File: src/rtl/bist_pkg.sv
package bist_pkg;
  localparam int DATA_W   = 14;
  localparam int PN_W     = 23;
  localparam int PN_TAP   = 18;
  localparam int SIG_W    = 16;
  localparam int RUN_LEN  = 512;
  localparam int CHANNELS = 2;
  localparam logic [PN_W-1:0]  PN_SEED   = '1;
  localparam logic [SIG_W-1:0] MISR_POLY = 16'h1021;

  function automatic logic [PN_W-1:0] lfsr_next(input logic [PN_W-1:0] s);
    logic fb;
    fb = s[PN_W-1] ^ s[PN_TAP-1];
    return {s[PN_W-2:0], fb};
  endfunction

  function automatic logic [SIG_W-1:0] misr_next(input logic [SIG_W-1:0] m,
                                                 input logic [DATA_W-1:0] d);
    logic [SIG_W-1:0] sh;
    sh = {m[SIG_W-2:0], 1'b0};
    if (m[SIG_W-1]) sh = sh ^ MISR_POLY;
    return sh ^ SIG_W'(d);
  endfunction
endpackage

File: src/rtl/bist_pn_gen.sv
module bist_pn_gen
  import bist_pkg::*;
#(
  parameter int OUT_W = DATA_W
) (
  input  logic             clk,
  input  logic             rst_n,
  input  logic             hold,
  input  logic             load_seed,
  input  logic             step,
  output logic [OUT_W-1:0] word
);
  logic [PN_W-1:0] state_q;

  always_ff @(posedge clk) begin
    if (!rst_n)         state_q <= PN_SEED;
    else if (hold)      state_q <= PN_SEED;
    else if (load_seed) state_q <= PN_SEED;
    else if (step)      state_q <= lfsr_next(state_q);
  end

  assign word = state_q[PN_W-1 -: OUT_W];

  assert_hold_seed_R8: assert property (@(posedge clk) disable iff (!rst_n)
    hold |=> (state_q == PN_SEED));

  assert_reload_seed_R7: assert property (@(posedge clk) disable iff (!rst_n)
    load_seed |=> (state_q == PN_SEED));
endmodule

File: src/rtl/bist_run_ctrl.sv
module bist_run_ctrl
  import bist_pkg::*;
#(
  parameter int LEN = RUN_LEN
) (
  input  logic clk,
  input  logic rst_n,
  input  logic run_start,
  input  logic sel_any,
  output logic start_edge,
  output logic start_ok,
  output logic busy,
  output logic run_last,
  output logic done
);
  localparam int CW = $clog2(LEN);
  localparam logic [CW-1:0] LAST_CNT = CW'(LEN - 1);

  logic          start_q;
  logic [CW-1:0] cnt_q;

  assign start_edge = run_start & ~start_q;
  assign start_ok   = start_edge & ~busy & sel_any;
  assign run_last   = busy & (cnt_q == LAST_CNT);

  always_ff @(posedge clk) begin
    if (!rst_n) begin
      start_q <= 1'b0;
      busy    <= 1'b0;
      done    <= 1'b0;
      cnt_q   <= '0;
    end else begin
      start_q <= run_start;
      if (start_ok) begin
        busy  <= 1'b1;
        done  <= 1'b0;
        cnt_q <= '0;
      end else if (run_last) begin
        busy  <= 1'b0;
        done  <= 1'b1;
      end else if (busy) begin
        cnt_q <= cnt_q + 1'b1;
      end
    end
  end

  assert_done_after_last_R4: assert property (@(posedge clk) disable iff (!rst_n)
    run_last |=> (done && !busy));

  assert_busy_done_excl_R4: assert property (@(posedge clk) disable iff (!rst_n)
    !(busy && done));

  assert_midrun_start_ignored_R9: assert property (@(posedge clk) disable iff (!rst_n)
    (busy && start_edge && !run_last) |=> (busy && cnt_q == $past(cnt_q) + 1'b1));

  assert_no_sel_no_run_R9: assert property (@(posedge clk) disable iff (!rst_n)
    (!busy && start_edge && !sel_any) |=> !busy);
endmodule

File: src/rtl/bist_misr.sv
module bist_misr
  import bist_pkg::*;
(
  input  logic              clk,
  input  logic              rst_n,
  input  logic              clr,
  input  logic              en,
  input  logic [DATA_W-1:0] din,
  output logic [SIG_W-1:0]  sig_nxt
);
  logic [SIG_W-1:0] sig_q;

  assign sig_nxt = misr_next(sig_q, din);

  always_ff @(posedge clk) begin
    if (!rst_n)   sig_q <= '0;
    else if (clr) sig_q <= '0;
    else if (en)  sig_q <= sig_nxt;
  end

  assert_clear_on_start_R5: assert property (@(posedge clk) disable iff (!rst_n)
    clr |=> (sig_q == '0));

  assert_idle_stable_R5: assert property (@(posedge clk) disable iff (!rst_n)
    (!clr && !en) |=> $stable(sig_q));
endmodule

File: src/rtl/pn_bist_ctrl.sv
module pn_bist_ctrl
  import bist_pkg::*;
(
  input  logic              clk,
  input  logic              rst_n,
  input  logic [1:0]        chan_sel,
  input  logic              run_start,
  input  logic              resume_pn,
  input  logic [1:0]        pn_hold,
  input  logic [DATA_W-1:0] adc_a,
  input  logic [DATA_W-1:0] adc_b,
  output logic [DATA_W-1:0] path_out_a,
  output logic [DATA_W-1:0] path_out_b,
  input  logic [DATA_W-1:0] ret_a,
  input  logic [DATA_W-1:0] ret_b,
  output logic [7:0]        sig_lo,
  output logic [7:0]        sig_hi,
  output logic              done
);
  localparam int CH = CHANNELS;

  logic              start_edge, start_ok, busy, run_last;
  logic [CH-1:0]     sel_q;
  logic [CH-1:0]     ch_active;
  logic [SIG_W-1:0]  sig_q;
  logic [DATA_W-1:0] adc_in   [CH];
  logic [DATA_W-1:0] ret_in   [CH];
  logic [DATA_W-1:0] pn_word  [CH];
  logic [DATA_W-1:0] data_out [CH];
  logic [SIG_W-1:0]  misr_nxt [CH];
  logic              load_seed;
  logic [SIG_W-1:0]  pick_sig;

  assign adc_in[0] = adc_a;
  assign adc_in[1] = adc_b;
  assign ret_in[0] = ret_a;
  assign ret_in[1] = ret_b;
  assign path_out_a = data_out[0];
  assign path_out_b = data_out[1];

  bist_run_ctrl #(.LEN(RUN_LEN)) u_ctrl (
    .clk        (clk),
    .rst_n      (rst_n),
    .run_start  (run_start),
    .sel_any    (|chan_sel),
    .start_edge (start_edge),
    .start_ok   (start_ok),
    .busy       (busy),
    .run_last   (run_last),
    .done       (done)
  );

  always_ff @(posedge clk) begin
    if (!rst_n)        sel_q <= '0;
    else if (start_ok) sel_q <= chan_sel;
  end

  assign load_seed = start_ok & ~resume_pn;

  for (genvar i = 0; i < CH; i++) begin : g_ch
    assign ch_active[i] = busy & sel_q[i];

    bist_pn_gen #(.OUT_W(DATA_W)) u_pn (
      .clk       (clk),
      .rst_n     (rst_n),
      .hold      (pn_hold[i]),
      .load_seed (load_seed),
      .step      (ch_active[i]),
      .word      (pn_word[i])
    );

    bist_misr u_misr (
      .clk     (clk),
      .rst_n   (rst_n),
      .clr     (start_ok),
      .en      (ch_active[i]),
      .din     (ret_in[i]),
      .sig_nxt (misr_nxt[i])
    );

    assign data_out[i] = ch_active[i] ? pn_word[i] : adc_in[i];
  end

  assign pick_sig = sel_q[0] ? misr_nxt[0] : misr_nxt[1];

  always_ff @(posedge clk) begin
    if (!rst_n)        sig_q <= '0;
    else if (run_last) sig_q <= pick_sig;
  end

  assign sig_lo = sig_q[7:0];
  assign sig_hi = sig_q[15:8];

  assert_sig_hold_R10: assert property (@(posedge clk) disable iff (!rst_n)
    !run_last |=> $stable(sig_q));

  assert_sig_with_done_R10: assert property (@(posedge clk) disable iff (!rst_n)
    (sig_q != $past(sig_q)) |-> $rose(done));

  assert_idle_passthru_R3: assert property (@(posedge clk) disable iff (!rst_n)
    (!busy) |-> (path_out_a == adc_a && path_out_b == adc_b));
endmodule

File: config.mk
export PLATFORM = sky130hd
export DESIGN_NAME = pn_bist_ctrl
export DESIGN_NICKNAME = d
export VERILOG_FILES = /design/src/rtl/bist_pkg.sv /design/src/rtl/bist_pn_gen.sv /design/src/rtl/bist_run_ctrl.sv /design/src/rtl/bist_misr.sv /design/src/rtl/pn_bist_ctrl.sv
export SDC_FILE = /design/constraint.sdc
export NUM_CORES = 1
export LEC_CHECK = 0
export ABC_AREA = 1
export ABC_CLOCK_PERIOD_IN_PS = 3760
export BUFFER_PORTS_ARGS = -buffer_cell sky130_fd_sc_hd__buf_2
export CAP_MARGIN = 20
export CELL_PAD_IN_SITES_DETAIL_PLACEMENT = 0
export CELL_PAD_IN_SITES_GLOBAL_PLACEMENT = 1
export CORE_ASPECT_RATIO = 0.75
export CORE_UTILIZATION = 41
export CTS_BUF_LIST = sky130_fd_sc_hd__clkbuf_8 sky130_fd_sc_hd__clkbuf_16
export DETAILED_ROUTE_END_ITERATION = 10
export HOLD_SLACK_MARGIN = 0.06
export PLACE_DENSITY_LB_ADDON = 0.1
export SLEW_MARGIN = 5
export SYNTH_ARGS = -nofsm -noshare
export SYNTH_HDL_FRONTEND = slang
export SYNTH_SLANG_ARGS = --single-unit
File: constraint.sdc
create_clock -name clk -period 3.76 [get_ports clk]
set_input_delay 0.564 -clock clk [delete_from_list [all_inputs] [get_ports clk]]
set_output_delay 0.564 -clock clk [all_outputs]
set_load 0.03 [all_outputs]
# --- Yosys cells after proc, flatten, opt, wreduce, memory -nomap -nowiden ---
# Index checks and enable logic that the tools add are counted.
word_totals:
  reg_bits: 108
  input_bits: 64
  out_inout_bits: 45
  elab_cells: 43
classes:
  n_addsub: 1
  n_eq_ne: 1
  muxes: 7
  bitwise: 18
  reduce_logical: 6
ops:
  columns: ["operator", "n"]
  rows:
  - ["16-bit by 14-bit XOR with 16-bit output", 2]
  - ["14-bit 2-to-1 mux", 2]
  - ["13-bit 2-to-1 mux", 2]
  - ["16-bit 2-to-1 mux", 1]
  - ["9-bit by 1-bit adder with 9-bit output (second input constant)", 1]
  - ["9-bit == test (second input constant)", 1]
  - ["1-bit bitwise AND", 7]
  - ["3-bit NOT", 2]
  - ["3-bit OR reduction", 2]
  - ["1-bit NOT", 5]
  - ["2-bit OR reduction", 2]
  - ["1-bit 2-to-1 mux", 2]
  - ["2-bit AND reduction", 1]
  - ["2-bit nonzero test", 1]
  - ["1-bit XOR", 2]

# --- Depth between registers and ports, before layout ---
# Gate-level depths: netlist of the first run.
logic_depth:
  ltp_word: 6
  depth_mapped: 12
  mapped_depth_nobuf: 12

# --- Cells and area by module ---
# Synthesis of the first run repeated with hierarchy kept, for this count alone.
unflattened:
  cells_unflattened: 805
  area_unflattened_um2: 5530.3
modules_own_cells:
  columns: ["mod", "instances", "cells_per_inst", "area_per_inst_um2"]
  rows:
  - ["bist_pn_gen", 2, 125, 998.5]
  - ["bist_misr", 2, 114, 832.0]
  - ["pn_bist_ctrl", 1, 240, 1277.5]
  - ["bist_run_ctrl", 1, 87, 591.8]

# --- Least setup slack after synthesis of the first run ---
# OpenSTA, ideal clock, no wires.
synth_timing:
  path_kind: "reg2out"
  startpoint: "register u_ctrl.busy"
  endpoint: "output port path_out_b[10]"
  arrival_time_ps: 1173
  t_required_ps: 3196
  setup_slack_ps: 2023
  path_stages_with_launch: 7
  path_buffers: 2
  path_cell_list: "dfxtp_1 -> buf_6 -> nand2_2 -> inv_2 -> clkbuf_1 -> nand2_1 -> nand2_1"
synth_via:
  elab_chain_cells: 2
synth_lines:
  columns: ["item", "line", "rtl"]
  rows:
  - ["start, declared", "bist_run_ctrl.sv:12", "output logic busy,"]
  - ["start signal, assigned", "bist_run_ctrl.sv:29", "busy <= 1'b0;"]
  - ["start signal, assigned", "bist_run_ctrl.sv:35", "busy <= 1'b1;"]
  - ["start signal, assigned", "bist_run_ctrl.sv:39", "busy <= 1'b0;"]
  - ["1-bit bitwise AND", "pn_bist_ctrl.sv:61", "assign ch_active[i] = busy & sel_q[i];"]
  - ["14-bit 2-to-1 mux", "pn_bist_ctrl.sv:81", "assign data_out[i] = ch_active[i] ? pn_word[i] : adc_in[i];"]
  - ["end, declared", "pn_bist_ctrl.sv:13", "output logic [DATA_W-1:0] path_out_b,"]
# No other way between the ends.

# --- Final worst setup path of the first run ---
layout_timing:
  startpoint: "register sel_q[0]"
  endpoint: "output port path_out_a[8]"
layout_via:
  elab_chain_cells: 2
layout_lines:
  columns: ["item", "line", "rtl"]
  rows:
  - ["start, declared", "pn_bist_ctrl.sv:23", "logic [CH-1:0] sel_q;"]
  - ["start signal, assigned", "pn_bist_ctrl.sv:55", "else if (start_ok) sel_q <= chan_sel;"]
  - ["1-bit bitwise AND", "pn_bist_ctrl.sv:61", null]
  - ["14-bit 2-to-1 mux", "pn_bist_ctrl.sv:81", null]
  - ["end, declared", "pn_bist_ctrl.sv:12", "output logic [DATA_W-1:0] path_out_a,"]
# No other way between the ends.

==> impl_summary.txt, run 1 <==
----------------------------------------------------
[Timing]
  Share of the cycle needed by the critical path after routing ... 74.0%
  Worst-case hold slack ... 458 ps
  Max-slew violation total from the final report ... 0
  Maximum clock skew at final layout ... 4.86 ps
  Final Hold Vio Count ... 0
  Worst slew margin ... 33.8%
  Finish-stage setup viols ... 0
  RSZ-0062 raised after global routing ... no
  Post-route minimum period ... 2780 ps
  Maximum clock rate ... 360 MHz
  Setup tns final ... 0 ps
  Tightest Pin Transition ... 993 ps

[Cells and area]
  Area taken by flip-flops and latches ... 2160 sq um
  Multi-input logic area ... 2260 sq um
  Number of cells in the finished layout apart from fillers ... 911
  Final non-filler cell area ... 5660 sq um
  Fraction of final layout cells with drive strength greater than 1 ... 17.9%
  Filler Cells Inserted ... 1145
  Count of antenna diodes in the layout ... 0
  Number of nets in the final layout ... 832
  Layout-stage area growth over the synthesis result ... 17.9%

[Run]
  Count of max-cap constraint violations ... 0

[Placed design]
  Number of cells in the design after placement ... 895
  Gpl congestion ... 0.788
  Count of buffers from port buffering ... 108
  Total half-perimeter wirelength after legalization and detailed placement ... 7590 um
  Cell area after placement ... 5350 sq um

[Yosys]
  Mux contribution to synthesized area ... 0%
  Number of flops mapped to enable cells by yosys ... 0
  Share of synthesized registers carrying an async set or reset ... 0%
  Main flop type after synthesis ... sky130_fd_sc_hd__dfxtp_1
  Synthesized Nets ... 746
  Distinct cell type count of the synthesized netlist ... 28
  Synth area leaders ... sky130_fd_sc_hd__dfxtp_1, sky130_fd_sc_hd__nand2_1, sky130_fd_sc_hd__nand4_1
  Library cell occupying the most area in the post-synthesis netlist ... sky130_fd_sc_hd__dfxtp_1
  Synth Warn # ... 0
  Area of the mapped netlist ... 4800 sq um
  Share of Yosys cell area claimed by the top area cell type ... 45.0%
  Number of register bits inferred by synthesis ... 108
  XOR/XNOR Fraction of Synth Area ... 4.92%
  Adder and majority cell fraction of the synthesized area ... 0.521%
  Largest family of logic cells by synthesized area ... simple AND/OR/NAND/NOR gates
  Top cells by count, synth ... sky130_fd_sc_hd__nand2_1, sky130_fd_sc_hd__dfxtp_1, sky130_fd_sc_hd__nor2_1, sky130_fd_sc_hd__nand4_1, sky130_fd_sc_hd__inv_1
  Cell count after synthesis ... 680
  Most repeated cell in the gate-level netlist after synthesis ... sky130_fd_sc_hd__nand2_1
  Register area share after synthesis ... 45.0%
  Synthesized-area fraction occupied by ao, oa, aoi and oai cells ... 5.21%
  Simple-gate area share of the yosys netlist ... 36.3%
  Average size of a mapped cell ... 7.07 sq um

[Floorplanning]
  Number of rows in the core area ... 33
  I/O pins ... 109
  Overall die width ... 127 um
  Full die area ... 12200 sq um
  Initial core utilization ... 43.1%
  Core area ... 11100 sq um
  Height of the chip ... 95.8 um

[Global route]
  Global-route total usage across every layer ... 20.1%
  Wire length of the first global-routing pass ... 19300 um
  Number of antenna violations at the first check in global routing ... 1
  Maximum number of pins on one net before global-route repair ... 57
  Grt total ovfl ... 0
  Vias in the first global route ... 4073

[Setup path]
  Data arrival time of the critical path ... 2220 ps
  Biggest fanout along the worst timing path ... 37
  Required @ worst endpoint ... 3200 ps
  Register-to-Register Path Depth ... 9
  Critical Path End Type ... output port
  Class of the most critical setup path ... register to output port
  Kind of start point of the critical path ... register

[Clock tree]
  Setup repair bufs after CTS ... 0
  Max H-tree Level ... 3
  Inserted Clock Buffers ... 9
  Bufs on Longest Clock Path ... 2
  Clock sink count ... 108
  TritonCTS clock tree ... done
  Clock network latency to the later pin of the worst-skew pair ... 340 ps
  Number of gates resized after CTS ... 0
  Clock edge transition at the registers on the reported setup and hold paths ... 70 ps
  Root buf cell ... sky130_fd_sc_hd__clkbuf_16
  Quantity of hold-fixing buffers added after cts ... 0

[Route]
  Count of antenna-violating nets left after detailed routing ... 0
  Wire length per cell ... 12.6 um
  Initial drt markers ... 246
  Routed Wire Length ... 11500 um
  Via count of the routed design ... 4427
  Detailed Routing Iterations Pass 1 ... 4
  Post-route DRC violation count ... 0
  Average vias per placed instance ... 4.86

[Min path]
  Hold Path Depth ... 3
  Worst min-delay path class ... primary input to register

[Power]
  Overall power ... 0.00242 W
  Lkg Pwr ... 2.92 nW
  Maximum vdd ir drop ... 220 uV
  Ratio of total power to cell area ... 427 nW/um^2

[Outcome]
  Status ... finished, final reports clean

----------------------------------------------------
[power breakdown]
group / switching (W) / internal [W] / leakage (nW) / total, W
clock network: 0.000403 / 0.000596 / 0.163 / 0.000999
registers: 0.0000138 / 0.00116 / 0.873 / 0.00117
logic: 0.000167 / 0.0000813 / 1.89 / 0.000249
total: 0.000584 / 0.00183 / 2.92 / 0.00242
[area by class of cell]
class                   count  share of cell area, %
clock buffers              10                   4.22
clock inverters             6                   1.39
inverters                  44                   2.92
multi-input cells         489                   39.9
flip-flops and latches    108                   38.2
well taps                 140                   3.09
repair buffers            114                   10.3
[state kept, by name, indices dropped and copies added, names as in the netlist]
| signal | cells |
|---|---|
| u_ctrl.start_q | 1 |
| u_ctrl.busy | 1 |
| sel_q | 2 |
| sig_q | 16 |
| u_ctrl.done | 1 |
| g_ch.u_misr.sig_q | 32 |
| u_ctrl.cnt_q | 9 |
| g_ch.u_pn.state_q | 46 |
[cell families (layout without fill, tap and decap cells)]
logic type,count (synthesis),count (layout)
compound gates,47,47
xor+xnor,27,27
buf+inv,83,174
simple gates,413,413
flops,108,108
fa+ha+maj,2,2
[worst max-delay path, cell delays in order (launching register included)]
cell	delay (ps)
sky130_fd_sc_hd__dfxtp_1	720
sky130_fd_sc_hd__nand2_2	130
sky130_fd_sc_hd__inv_2	500
sky130_fd_sc_hd__nand2_1	210
sky130_fd_sc_hd__nand2_1	90
sky130_fd_sc_hd__buf_2	200
[cell usage in the layout, fill, tap and decap left out, types with 4 or more instances in the layout]
master,synthesis,routed
sky130_fd_sc_hd__nand2_1,273,272
sky130_fd_sc_hd__dfxtp_1,108,108
sky130_fd_sc_hd__buf_2,21,108
sky130_fd_sc_hd__nor2_1,54,54
sky130_fd_sc_hd__nand4_1,44,44
sky130_fd_sc_hd__inv_1,39,40
sky130_fd_sc_hd__nand3_1,36,36
sky130_fd_sc_hd__a21oi_1,34,34
sky130_fd_sc_hd__xor2_1,26,26
sky130_fd_sc_hd__clkbuf_16,0,9
sky130_fd_sc_hd__o21ai_0,7,7
sky130_fd_sc_hd__buf_4,1,6
sky130_fd_sc_hd__inv_2,4,4
[metal layers]
metal / global-route usage (%) / wire [um]
met1: 27.5 / 5690
met2: 32.1 / 5050
met3: 4.72 / 612
met4: 4.66 / 110
met5: 0 / 8
[path summary, 6_finish.rpt]
check                                  startpoint                                    to  slack (ps)
max reg2reg          u_ctrl.cnt_q[0]$_SDFFE_PP0P_                sig_q[15]$_SDFFE_PN0P_        1340
min                                     run_start             u_ctrl.start_q$_SDFF_PN0_         460
max                         sel_q[0]$_SDFFE_PN0P_                         path_out_a[8]         980
min reg2reg  g_ch[0].u_misr.sig_q[6]$_SDFFE_PP0N_  g_ch[0].u_misr.sig_q[6]$_SDFFE_PP0N_         480
[stage by stage]
step | setup WS (ps) | util [%]
CTS | 966 | 50.8
global placement | 1320 | 48.0
floorplan | 2020 | -
global route | 793 | 50.8
detailed placement | 1350 | 48.0
finish | 979 | 50.8
(Power assumes the default switching activity.)
==> run 2, diff against run 1 <==
--- a/config.mk
+++ b/config.mk
@@ -6,13 +6,13 @@
 export NUM_CORES = 1
 export LEC_CHECK = 0
 export ABC_AREA = 1
-export ABC_CLOCK_PERIOD_IN_PS = 3760
+export ABC_CLOCK_PERIOD_IN_PS = 2350
 export BUFFER_PORTS_ARGS = -buffer_cell sky130_fd_sc_hd__buf_2
 export CAP_MARGIN = 20
 export CELL_PAD_IN_SITES_DETAIL_PLACEMENT = 0
 export CELL_PAD_IN_SITES_GLOBAL_PLACEMENT = 1
 export CORE_ASPECT_RATIO = 0.75
-export CORE_UTILIZATION = 41
+export CORE_UTILIZATION = 34
 export CTS_BUF_LIST = sky130_fd_sc_hd__clkbuf_8 sky130_fd_sc_hd__clkbuf_16
 export DETAILED_ROUTE_END_ITERATION = 10
 export HOLD_SLACK_MARGIN = 0.06
==> constraint.sdc (replaced) <==
create_clock -name clk -period 2.35 [get_ports clk]
set_input_delay 0.3525 -clock clk [delete_from_list [all_inputs] [get_ports clk]]
set_output_delay 0.3525 -clock clk [all_outputs]
set_load 0.03 [all_outputs]
==> impl_summary.txt, run 2 (same netlist as run 1, synthesis figures left out) <==
----------------------------------------------------
[Cells and area]
  Number of nets in the final layout ... 840
  Biggest register ... g_ch.u_pn.state_q
  Most common cell after layout, fill and taps aside ... sky130_fd_sc_hd__nand2_1
  Biggest regs ... g_ch.u_pn.state_q x46, g_ch.u_misr.sig_q x32, sig_q x16
  Flip-flop count of the largest register, all copies and words added ... 46
  Count of antenna diodes in the layout ... 0
  Most frequent cells in the layout ... sky130_fd_sc_hd__nand2_1, sky130_fd_sc_hd__dfxtp_1, sky130_fd_sc_hd__buf_2
  Fraction of final layout cells with drive strength greater than 1 ... 18.5%
  Layout-stage area growth over the synthesis result ... 19.3%

[Setup path]
  Required @ worst endpoint ... 2000 ps
  Kind of start point of the critical path ... register
  Critical Path End Type ... output port
  Slowest stage cell on the critical path ... sky130_fd_sc_hd__dfxtp_1
  Start of the worst register-to-register path ... u_ctrl.cnt_q[1]$_SDFFE_PP0P_
  Class of the most critical setup path ... register to output port
  Dominant cell type by count on the critical path ... sky130_fd_sc_hd__nand2_1
  Data arrival time of the critical path ... 1820 ps
  Worst flop-to-flop path endpoint ... sig_q[15]$_SDFFE_PN0P_
  CP bufs+invs ... 2
  Slowest Stage Delay on Critical Path ... 540 ps
  Biggest fanout along the worst timing path ... 25
  Cell-by-cell listing of the critical path ... nand2_2, inv_2, nand2_1, nand2_1, buf_2
  Register-to-Register Path Depth ... 10
  Delay-heaviest family, CP ... flip-flops
  Slack of the worst reg-to-reg path ... 420 ps

[Clock tree]
  Bufs on Longest Clock Path ... 2
  Clock sink count ... 108
  Clock network latency to the later pin of the worst-skew pair ... 340 ps
  Number of gates resized after CTS ... 0
  Clock edge transition at the registers on the reported setup and hold paths ... 70 ps
  Quantity of hold-fixing buffers added after cts ... 0
  Inserted Clock Buffers ... 9
  Setup repair bufs after CTS ... 0
  Root buf cell ... sky130_fd_sc_hd__clkbuf_16
  Max H-tree Level ... 3
  TritonCTS clock tree ... done

[Timing]
  RSZ-0062 raised after global routing ... no
  Finish-stage setup viols ... 0
  Share of the cycle needed by the critical path after routing ... 92.6%
  Tightest Pin Transition ... 492 ps
  Worst-case hold slack ... 232 ps
  Maximum clock skew at final layout ... 5.32 ps
  Final Worst Setup Slack ... 175 ps
  Final Hold Vio Count ... 0
  Max-slew violation total from the final report ... 0
  Setup tns final ... 0 ps
  Worst slew margin ... 67.2%
  Maximum clock rate ... 460 MHz
  Post-route minimum period ... 2180 ps

[Route]
  Initial drt markers ... 228
  Average vias per placed instance ... 4.67
  Post-route DRC violation count ... 0
  Wire length per cell ... 12.6 um
  Count of antenna-violating nets left after detailed routing ... 0
  Routed Wire Length ... 12000 um
  Detailed Routing Iterations Pass 1 ... 4
  Via count of the routed design ... 4454

[Min path]
  Worst min-delay path class ... primary input to register
  Launch instance of the worst min-delay path ... run_start
  Hold Path End ... u_ctrl.start_q$_SDFF_PN0_
  Hold Path Depth ... 3

[Power]
  Lkg Pwr ... 2.95 nW
  Overall power ... 0.00375 W
  Ratio of total power to cell area ... 653 nW/um^2
  Maximum vdd ir drop ... 389 uV

[Placed design]
  Count of buffers from port buffering ... 108
  Total half-perimeter wirelength after legalization and detailed placement ... 8090 um
  Worst Setup Slack post-DPL ... 393 ps
  Gpl congestion ... 0.774

[Floorplanning]
  Core area ... 13700 sq um
  I/O pins ... 109
  Overall die width ... 139 um
  Height of the chip ... 105 um
  Number of rows in the core area ... 37
  Full die area ... 14600 sq um
  Initial core utilization ... 34.9%

[Run]
  Count of max-cap constraint violations ... 0

[Global route]
  Maximum number of pins on one net before global-route repair ... 47
  Vias in the first global route ... 4156
  Grt total ovfl ... 0
  Wire length of the first global-routing pass ... 20100 um
  Number of antenna violations at the first check in global routing ... 0
  Global-route total usage across every layer ... 17.1%

[Outcome]
  Status ... finished, final reports clean

----------------------------------------------------
[run 2: changes by cell type in the layout (fill, tap and decap cells not counted)]
| cell | change |
|---|---|
| sky130_fd_sc_hd__clkbuf_8 | +2 |
| sky130_fd_sc_hd__inv_1 | +2 |
| sky130_fd_sc_hd__clkinv_2 | -2 |
| sky130_fd_sc_hd__bufinv_16 | -2 |
| sky130_fd_sc_hd__buf_4 | +8 |
[run 2: routing by layer]
layer	share of wire, %	up-vias	global-route usage, %	wire length (um)
li1	-	2351	-	-
met3	4.2	17	3.80	507
met1	51	1988	23.4	6180
met5	0	-	0	0
met4	2.1	0	6.35	250
met2	42	98	26.2	5080
[run 2: worst min-delay path, cell delays in order]
cell                      delay [ps]
sky130_fd_sc_hd__buf_2           110
sky130_fd_sc_hd__nand2_1          50
sky130_fd_sc_hd__inv_1            40
[run 2: power by group]
group | internal (W) | total, W | switching (W)
logic | 0.000137 | 0.000419 | 0.000282
clock network | 0.000794 | 0.00146 | 0.000667
registers | 0.00185 | 0.00187 | 0.0000157
[run 2: worst max path at each step]
stage,from,to,slack [ps],cells past startpoint
global route,u_ctrl.busy$_SDFFE_PN0P_,path_out_a[8],3,5
CTS,u_ctrl.busy$_SDFFE_PN0P_,path_out_a[8],140,5
finish,u_ctrl.busy$_SDFFE_PN0P_,path_out_a[8],170,5
detailed placement,u_ctrl.cnt_q[0]$_SDFFE_PP0P_,sig_q[15]$_SDFFE_PN0P_,390,10
floorplan,u_ctrl.cnt_q[0]$_SDFFE_PP0P_,u_ctrl.cnt_q[7]$_SDFFE_PP0P_,670,10
global placement,u_ctrl.cnt_q[0]$_SDFFE_PP0P_,sig_q[15]$_SDFFE_PN0P_,450,10
[run 2: layout make-up]
cell class | count | area, sq um
inverter | 44 | 165
multi-input combinational | 489 | 2260
tap | 175 | 219
clock inverter | 4 | 16.3
clock buffer | 12 | 267
timing repair buffer | 122 | 646
fill | 1455 | 8020
sequential | 108 | 2160
[run 2: through the flow]
| stage | cell area [sq um] | instances | utilization [%] |
|---|---|---|---|
| 6_report | 5730 | 954 | 41.7 |
| 5_1_grt | 5730 | 954 | 41.7 |
| 4_1_cts | 5730 | 954 | 41.7 |
| 3_5_place_dp | 5450 | 938 | 39.6 |
| 3_3_place_gp | 5450 | 938 | 39.6 |
| 2_1_floorplan | 4800 | 680 | - |
==> run 3, diff against run 2 <==
--- a/config.mk
+++ b/config.mk
@@ -5,14 +5,13 @@
 export SDC_FILE = /design/constraint.sdc
 export NUM_CORES = 1
 export LEC_CHECK = 0
-export ABC_AREA = 1
 export ABC_CLOCK_PERIOD_IN_PS = 2350
 export BUFFER_PORTS_ARGS = -buffer_cell sky130_fd_sc_hd__buf_2
 export CAP_MARGIN = 20
 export CELL_PAD_IN_SITES_DETAIL_PLACEMENT = 0
 export CELL_PAD_IN_SITES_GLOBAL_PLACEMENT = 1
 export CORE_ASPECT_RATIO = 0.75
-export CORE_UTILIZATION = 34
+export CORE_UTILIZATION = 35
 export CTS_BUF_LIST = sky130_fd_sc_hd__clkbuf_8 sky130_fd_sc_hd__clkbuf_16
 export DETAILED_ROUTE_END_ITERATION = 10
 export HOLD_SLACK_MARGIN = 0.06
==> impl_summary.txt, run 3 <==
----------------------------------------------------
[Clock tree]
  Clock sink count ... 108
  Max H-tree Level ... 3
  Clock edge transition at the registers on the reported setup and hold paths ... 70 ps
  Root buf cell ... sky130_fd_sc_hd__clkbuf_16
  Clock network latency to the later pin of the worst-skew pair ... 340 ps
  Bufs on Longest Clock Path ... 2
  Inserted Clock Buffers ... 9
  TritonCTS clock tree ... done
  Setup repair bufs after CTS ... 0

[Setup path]
  Slowest stage cell on the critical path ... sky130_fd_sc_hd__dfxtp_1
  Required @ worst endpoint ... 2000 ps
  Critical Path End Type ... output port
  Kind of start point of the critical path ... register
  Data arrival time of the critical path ... 1780 ps
  Cell-by-cell listing of the critical path ... and2_1, buf_4, nand2_1, nand2_1, buf_2
  Biggest fanout along the worst timing path ... 24
  Slack of the worst reg-to-reg path ... 290 ps
  Class of the most critical setup path ... register to output port
  Start of the worst register-to-register path ... u_ctrl.cnt_q[3]$_SDFFE_PP0P_
  Register-to-Register Path Depth ... 6
  Slowest Stage Delay on Critical Path ... 570 ps
  Dominant cell type by count on the critical path ... sky130_fd_sc_hd__nand2_1
  Worst flop-to-flop path endpoint ... sig_q[8]$_SDFFE_PN0P_

[Placed design]
  Cell area after placement ... 5350 sq um
  Count of buffers from port buffering ... 108
  Total half-perimeter wirelength after legalization and detailed placement ... 7700 um
  Number of cells in the design after placement ... 830
  Gpl congestion ... 0.721

[Timing]
  Worst slew margin ... 68.0%
  Setup tns final ... 0 ps
  Final Hold Vio Count ... 0
  Worst-case hold slack ... 236 ps
  Maximum clock rate ... 468 MHz
  Max-slew violation total from the final report ... 0
  Share of the cycle needed by the critical path after routing ... 90.9%
  Post-route minimum period ... 2140 ps
  RSZ-0062 raised after global routing ... no
  Finish-stage setup viols ... 0
  Maximum clock skew at final layout ... 4.43 ps
  Tightest Pin Transition ... 479 ps

[Cells and area]
  Most common cell after layout, fill and taps aside ... sky130_fd_sc_hd__nand2_1
  Number of cells in the finished layout apart from fillers ... 846
  Biggest regs ... g_ch.u_pn.state_q x46, g_ch.u_misr.sig_q x32, sig_q x16
  Number of nets in the final layout ... 736
  Most frequent cells in the layout ... sky130_fd_sc_hd__nand2_1, sky130_fd_sc_hd__dfxtp_1, sky130_fd_sc_hd__buf_2
  Fraction of final layout cells with drive strength greater than 1 ... 23.1%
  Biggest register ... g_ch.u_pn.state_q
  Multi-input logic area ... 2330 sq um
  Area taken by flip-flops and latches ... 2160 sq um
  Count of antenna diodes in the layout ... 0
  Filler Cells Inserted ... 1375
  Flip-flop count of the largest register, all copies and words added ... 46
  Layout-stage area growth over the synthesis result ... 19.7%
  Final non-filler cell area ... 5630 sq um

[Route]
  Average vias per placed instance ... 4.68
  Initial drt markers ... 229
  Detailed Routing Iterations Pass 1 ... 4
  Via count of the routed design ... 3961
  Wire length per cell ... 12.9 um
  Routed Wire Length ... 10900 um
  Post-route DRC violation count ... 0
  Count of antenna-violating nets left after detailed routing ... 0

[Floorplanning]
  Core area ... 13100 sq um
  Number of rows in the core area ... 36
  Height of the chip ... 102 um
  Initial core utilization ... 36.0%
  Full die area ... 13900 sq um
  I/O pins ... 109
  Overall die width ... 136 um

[Yosys]
  Top cells by count, synth ... sky130_fd_sc_hd__nand2_1, sky130_fd_sc_hd__dfxtp_1, sky130_fd_sc_hd__nor2_1, sky130_fd_sc_hd__nand3_1, sky130_fd_sc_hd__nor3_1
  Library cell occupying the most area in the post-synthesis netlist ... sky130_fd_sc_hd__dfxtp_1
  Cell count after synthesis ... 580
  Area of the mapped netlist ... 4700 sq um
  Most repeated cell in the gate-level netlist after synthesis ... sky130_fd_sc_hd__nand2_1
  Register area share after synthesis ... 46.0%
  Number of flops mapped to enable cells by yosys ... 0
  Main flop type after synthesis ... sky130_fd_sc_hd__dfxtp_1
  Share of Yosys cell area claimed by the top area cell type ... 46.0%
  Number of register bits inferred by synthesis ... 108
  Synth area leaders ... sky130_fd_sc_hd__dfxtp_1, sky130_fd_sc_hd__nand2_1, sky130_fd_sc_hd__xor2_1
  Distinct cell type count of the synthesized netlist ... 37
  Average size of a mapped cell ... 8.10 sq um
  Synthesized Nets ... 646
  Share of synthesized registers carrying an async set or reset ... 0%
  Synth Warn # ... 0

[Global route]
  Vias in the first global route ... 3381
  Grt total ovfl ... 0
  Number of antenna violations at the first check in global routing ... 0
  Global-route total usage across every layer ... 16.0%
  Maximum number of pins on one net before global-route repair ... 57
  Wire length of the first global-routing pass ... 17100 um

[Min path]
  Worst min-delay path class ... primary input to register
  Hold Path End ... u_ctrl.start_q$_SDFF_PN0_
  Hold Path Depth ... 2
  Launch instance of the worst min-delay path ... run_start

[Power]
  Ratio of total power to cell area ... 652 nW/um^2
  Overall power ... 0.00367 W
  Maximum vdd ir drop ... 316 uV
  Lkg Pwr ... 2.61 nW

[Outcome]
  Status ... finished, final reports clean

[Run]
  Count of max-cap constraint violations ... 0

----------------------------------------------------
-- run 3: changes by cell type after synthesis, sizes merged, moves of 17 or more --
cell | before | now
a21oi | 34 | 11
buf | 29 | 12
inv | 43 | 5
nand2 | 274 | 171
nand3 | 37 | 59
nand4 | 46 | 1
nor3 | 1 | 27
-- run 3: worst max-delay path by stage --
stage                                  from                      to  cells past startpoint
6_report           u_ctrl.busy$_SDFFE_PN0P_           path_out_a[0]                      5
5_1_grt        u_ctrl.cnt_q[3]$_SDFFE_PP0P_   sig_q[4]$_SDFFE_PN0P_                      6
4_1_cts        u_ctrl.cnt_q[3]$_SDFFE_PP0P_  sig_q[10]$_SDFFE_PN0P_                      6
3_5_place_dp   u_ctrl.cnt_q[3]$_SDFFE_PP0P_   sig_q[3]$_SDFFE_PN0P_                      6
3_3_place_gp   u_ctrl.cnt_q[3]$_SDFFE_PP0P_   sig_q[9]$_SDFFE_PN0P_                      6
2_1_floorplan      u_ctrl.busy$_SDFFE_PN0P_          path_out_b[13]                      6
-- run 3: layout make-up --
cell class / count / area share (%)
sequential: 108 / 38.4
clock inverter: 6 / 0.578
tap: 171 / 3.80
timing repair buffer: 117 / 11.3
clock buffer: 10 / 4.25
multi-input combinational: 429 / 41.3
inverter: 5 / 0.334
-- run 3: cells by family (layout without fill, tap and decap cells) --
logic type	count (synthesis)	count (layout)	synth area share [%]
buf+inv	43	138	4.53
compound gates	46	46	6.47
mux	16	16	3.41
fa+ha+maj	2	2	0.533
simple gates	331	331	32.1
xor+xnor	34	34	6.98
flops	108	108	46.0
-- run 3: worst max-delay path, delay by kind of cell, from the launching register on --
kind	cells	cell delay, ps
flip-flops	1	570
buffers and inverters	2	460
AND/OR/NAND/NOR	3	410
-- run 3: metrics by stage --
step                      setup WS [ps]  utilization, %
after floorplan                     560               -
final                               214            43.1
after CTS                           166            43.0
after global routing               15.1            43.1
after global placement              356            41.0
after detailed placement            182            41.0
-- run 3: layer usage --
metal / vias up / track usage (%) / share of wire, %
met5: - / 0 / 0
li1: 2085 / - / -
met4: 0 / 4.93 / 1.1
met1: 1795 / 23.6 / 52
met2: 71 / 22.4 / 42
met3: 10 / 3.92 / 4.6
-- run 3: what timing repair did --
| item | CTS | global route |
|---|---|---|
| resized for setup | 0 | 1 |
| hold buffers | 0 | 0 |
| endpoints found under the setup margin | 0 | 12 |
-- run 3: power breakdown --
group | internal (W) | switching, W | leakage [nW]
sequential | 0.00185 | 0.0000173 | 0.873
clock | 0.000737 | 0.000667 | 0.137
combinational | 0.000146 | 0.000249 | 1.60
total | 0.00273 | 0.000934 | 2.61
